<file path="config.mk">
export PLATFORM = sky130hd
export DESIGN_NAME = refDivider
export DESIGN_NICKNAME = d
export VERILOG_FILES = /design/src/rtl/refDivPkg.sv /design/src/rtl/refDivCtl.sv /design/src/rtl/refDivPath.sv /design/src/rtl/refDivider.sv
export SDC_FILE = /design/constraint.sdc
export NUM_CORES = 1
export LEC_CHECK = 0
export BUFFER_PORTS_ARGS = -buffer_cell sky130_fd_sc_hd__buf_2
export CORE_MARGIN = 2
export CORE_UTILIZATION = 38
export CTS_CLUSTER_DIAMETER = 200
export CTS_CLUSTER_SIZE = 20
export DETAILED_ROUTE_END_ITERATION = 16
export PLACE_DENSITY_LB_ADDON = 0.12
export SLEW_MARGIN = 20
export SYNTH_ARGS = -nofsm -noshare
export SYNTH_HDL_FRONTEND = slang
export SYNTH_HIERARCHICAL = 1
export SYNTH_SLANG_ARGS = --single-unit
</file>
<file path="constraint.sdc">
create_clock -name refClk -period 0.84 [get_ports refClk]
set_clock_uncertainty 0.05 [all_clocks]
set_input_delay 0.168 -clock refClk [delete_from_list [all_inputs] [get_ports refClk]]
set_output_delay 0.168 -clock refClk [all_outputs]
set_load 0.005 [all_outputs]
</file>
<file path="src/rtl/refDivPkg.sv">
package refDivPkg;
  // Control-to-datapath strobes, one cycle wide
  typedef struct packed {
    logic reload;  // terminal count reached: load new period
    logic step;    // mid-period: count down
  } divStrobe_t;
endpackage

</file>
<file path="src/rtl/refDivCtl.sv">
module refDivCtl #(
  parameter int SYNC_STAGES = 2
) (
  input  logic                  refClk,
  input  logic                  rstN,
  input  logic                  clrOwn,
  input  logic                  clrShared,
  input  logic                  clrSync,
  input  logic                  atTerm,
  output logic                  runN,
  output refDivPkg::divStrobe_t strobe
);
  logic clrAllN;
  logic [SYNC_STAGES-1:0] syncChain;

  // Any source clears; assertion is asynchronous
  assign clrAllN = rstN & ~(clrOwn | clrShared | clrSync);

  // Release is synchronous: ones shift in from the low end
  always_ff @(posedge refClk or negedge clrAllN) begin
    if (!clrAllN) syncChain <= '0;
    else          syncChain <= {syncChain[SYNC_STAGES-2:0], 1'b1};
  end

  assign runN = syncChain[SYNC_STAGES-1];

  always_comb begin
    strobe.reload = runN & atTerm;
    strobe.step   = runN & ~atTerm;
  end

  // the run enable rises only after the stage before it was set
  a_r9_release_order: assert property (@(posedge refClk) disable iff (!clrAllN)
    $rose(runN) |-> $past(syncChain[SYNC_STAGES-2]));
endmodule

</file>
<file path="src/rtl/refDivPath.sv">
module refDivPath #(
  parameter int CNT_W = 14
) (
  input  logic                  refClk,
  input  logic                  runN,
  input  logic [7:0]            divLo,
  input  logic [CNT_W-9:0]      divHi,
  input  refDivPkg::divStrobe_t strobe,
  output logic                  atTerm,
  output logic                  pfdPulse
);
  localparam logic [CNT_W-1:0] ONE = CNT_W'(1);

  logic [CNT_W-1:0] divReq;
  logic [CNT_W-1:0] reloadVal;
  logic [CNT_W-1:0] cnt;

  assign divReq    = {divHi, divLo};
  // 0 and 1 both mean divide-by-one: reload zero, stay at terminal
  assign reloadVal = (divReq <= ONE) ? '0 : divReq - ONE;

  always_ff @(posedge refClk or negedge runN) begin
    if (!runN) begin
      cnt      <= '0;
      pfdPulse <= 1'b0;
    end else begin
      if (strobe.reload)    cnt <= reloadVal;
      else if (strobe.step) cnt <= cnt - ONE;
      pfdPulse <= strobe.reload;
    end
  end

  assign atTerm = (cnt == '0);

  // no pulse is issued away from terminal count
  a_r2_one_high: assert property (@(posedge refClk) disable iff (!runN)
    (cnt != '0) |=> !pfdPulse);

  // mid-period counting ignores the divisor inputs
  a_r4_steady_count: assert property (@(posedge refClk) disable iff (!runN)
    (cnt != '0) |=> (cnt == $past(cnt) - ONE));

  // divide-by-one keeps firing
  a_r3_unity: assert property (@(posedge refClk) disable iff (!runN)
    (atTerm && divReq <= ONE) |=> (pfdPulse && atTerm));
endmodule

</file>
<file path="src/rtl/refDivider.sv">
module refDivider #(
  parameter int CNT_W       = 14,
  parameter int SYNC_STAGES = 2
) (
  input  logic             refClk,
  input  logic             rstN,
  input  logic             clrOwn,
  input  logic             clrShared,
  input  logic             clrSync,
  input  logic [7:0]       divLo,
  input  logic [CNT_W-9:0] divHi,
  output logic             pfdPulse
);
  logic runN;
  logic atTerm;
  refDivPkg::divStrobe_t strobe;

  refDivCtl #(.SYNC_STAGES(SYNC_STAGES)) ctl (
    .refClk(refClk), .rstN(rstN), .clrOwn(clrOwn), .clrShared(clrShared),
    .clrSync(clrSync), .atTerm(atTerm), .runN(runN), .strobe(strobe)
  );

  refDivPath #(.CNT_W(CNT_W)) path (
    .refClk(refClk), .runN(runN), .divLo(divLo), .divHi(divHi),
    .strobe(strobe), .atTerm(atTerm), .pfdPulse(pfdPulse)
  );

  // a held clear keeps the output silent
  a_r6_clear_quiet: assert property (@(posedge refClk) disable iff (!rstN)
    (clrOwn | clrShared | clrSync) |-> !pfdPulse);
endmodule

</file>
==> impl_metrics.tcl <==
set metrics [dict create \
    max_freq_mhz 484.3 \
    dp_hpwl_um 2659 \
    diodes 0 \
    cts-root-buf "clkbuf_4" \
    die_x_um 60.66 \
    dp.cells 239 \
    tritoncts "built" \
    ir_worst_vdd_v 0.0007811 \
    netlist_area_um2 1220 \
    multi_input_area_um2 940.9 \
    r2r_start "path/cnt[11]" \
    hp-class "register to asynchronous set/reset pin" \
    critPathKind "register to register" \
    slowest_delay_ns 0.55 \
    drc 0 \
    crit_required_ns 0.97 \
    cap_violations 0 \
    setup_viol 16 \
    synth_ff_type "dfrtp_1" \
    critPathLaunchType "register" \
    fin_cells 254 \
    htree_levels 1 \
    grt_setup_unrepaired "true" \
    cp.arrival_ns 2.20 \
    crit_buf_inv 0 \
    ys_ff_latch 17 \
    cts_num_sinks 17 \
    power_density_nw_per_um2 1591 \
    fp.dieArea_um2 3680 \
    area_delta_synth_final_pct 69.54 \
    crit_family "simple AND/OR/NAND/NOR gates" \
    wire_per_inst_um 14.11 \
    synth-edff-count 0 \
    ys_types 44 \
    fin_crit_ns 2.065 \
    grt-ovfl-total 0 \
    wirelength_um 3584 \
    hold_ws_ns 0.1741 \
    drtIter0Drc 50 \
    period_share 2.458 \
    core_area_um2 3053 \
    rows 20 \
    seq_area_um2 425.4 \
    fin_nets 233 \
    crit_path_end_kind "register" \
    hold_viol_final 0 \
    grt_use_total 0.2227 \
    grt_pass1_vias 1401 \
    violations "negative setup slack" \
    cp_max_fo 4 \
    slew_viol_final 0 \
    crit_chain "or4_4 > nor4_4 > nor2b_2 > nor3b_4 > and3_4 > a211oi_2 > a211oi_2" \
    dr.pass1.iters 5 \
    grt_max_degree 10 \
    syn_nets 150 \
    viasPerCell 5.161 \
    ant_nets 0 \
    io_buffers 19 \
    antenna_found_initial 0 \
    clock_path_buffers 2 \
    place_ws_ns -1.231 \
    insertion_delay_ns 0.30 \
    gp_congestion 0.7892 \
    syn_inst 128 \
    start_util 0.3996 \
    die_h_um 60.66 \
    startpoint "path/cnt[11]" \
    slowest_stage "or4_4" \
    clk_pin_slew_worst_paths_ns 0.10 \
    top_level_ports 20 \
    async_flop_share 1.000 \
    status "finished, violations left" \
    grt_pass1_wl_um 6058 \
    cts_buffers 3 \
    via_count 1311 \
    p_leak_nw 0.8554 \
    finalWorstSetupSlack_ns -1.225 \
    drive_above_1_share 0.5524 \
    n_fill_cell 244 \
    yosysSeqAreaShare 0.3487 \
    postSynthAreaPerCell_um2 9.531 \
    critPathMostFrequentCell "a211oi_2" \
    yosys_warnings 6 \
]
metal layers:
metal	track usage	wire length (um)	up-vias
met5	0	0	-
met4	0.09627	75	0
li1	-	-	649
met3	0.01493	94	7
met2	0.4025	1903	35
met1	0.2711	1511	620
where the power goes:
part	switching, mW	internal [mW]
Sequential	0.153	0.995
Combinational	0.792	0.909
Clock	0.257	0.185
what timing repair did:
action	in CTS	in global routing
endpoints found under the setup margin	16	16
pin swaps	14	11
hold buffers	4	0
gates cloned	1	0
setup buffers	5	3
endpoints found under the hold margin	2	0
resized for setup	19	10
kinds of logic after synthesis:
| family | Yosys count | share of synthesized area |
|---|---|---|
| adder cells (fa/ha/maj) | 3 | 0.03077 |
| AND/OR/NAND/NOR | 54 | 0.2985 |
| other | 1 | 0.003074 |
| multiplexers | 2 | 0.01744 |
| XOR/XNOR | 20 | 0.1436 |
| buffers and inverters | 8 | 0.02563 |
| flip-flops | 17 | 0.3487 |
| AO/OA/AOI/OAI | 23 | 0.1323 |
synth_stat cells, drive strengths merged (2+ instances only):
| library cell | number | area [um2] |
|---|---|---|
| dfrtp | 17 | 425.4 |
| xor2 | 12 | 105.1 |
| nor3 | 10 | 50.05 |
| o22ai | 9 | 62.56 |
| xnor2 | 8 | 70.07 |
| nor2 | 7 | 26.28 |
| nand3 | 6 | 30.03 |
| nand4 | 6 | 37.54 |
| nor4 | 6 | 77.58 |
| inv | 5 | 18.77 |
| nand2 | 5 | 21.27 |
| ha | 3 | 37.54 |
| o21ai | 3 | 15.01 |
| or4 | 3 | 26.27 |
| a211oi | 2 | 15.01 |
| a21oi | 2 | 10.01 |
| buf | 2 | 8.750 |
| nor2b | 2 | 12.51 |
| or3 | 2 | 17.52 |
state kept, by name, summed over array words and instances, names as in the netlist:
| name | count |
|---|---|
| path/cnt | 14 |
| ctl/syncChain | 2 |
| path/pfdPulse | 1 |
area by class of cell:
cell class | instances | share of cell area
well taps | 44 | 0.02662
flip-flops and latches | 17 | 0.2057
clock buffers | 4 | 0.01270
multi-input cells | 104 | 0.4549
repair buffers | 80 | 0.2910
inverters | 5 | 0.009074
through the flow:
| step | instance area, um2 | setup TNS (ns) | util | total power, mW |
|---|---|---|---|---|
| 4_1_cts | 2014 | -16.98 | 0.6598 | 3.140 |
| 2_1_floorplan | 1300 | -14.93 | - | 1.847 |
| 5_1_grt | 2068 | -18.64 | 0.6775 | 3.530 |
| 3_5_place_dp | 1807 | -16.70 | 0.5918 | 2.585 |
| 3_3_place_gp | 1807 | -16.19 | 0.5918 | 2.538 |
| 6_report | 2068 | -17.31 | 0.6775 | 3.291 |
cell usage in the layout, fill, tap and decap left out, drive strengths merged, types with 3 or more instances in the layout:
cell and count:
nor3 10, xor2 12, or4 3, dlygate4sd3 4
nor2 7, nand3 6, o21ai 3, nand4 6
clkbuf 4, nand2 6, o22ai 9, ha 3
inv 5, buf 76, nor4 6, xnor2 8
dfrtp 17
path summary, 6_finish.rpt:
check | endpoint | slack [ns] | depth (start not counted)
max | path/cnt[13] | -1.22 | 7
min | path/cnt[13] | 0.17 | 1
max reg2reg | path/cnt[13] | -1.22 | 7
min reg2reg | path/cnt[13] | 0.17 | 1
max in group asynchronous | ctl/syncChain[0] | 0.09 | 3
min in group refClk | path/cnt[0] | 0.20 | 3
(Power assumes the default switching activity.)
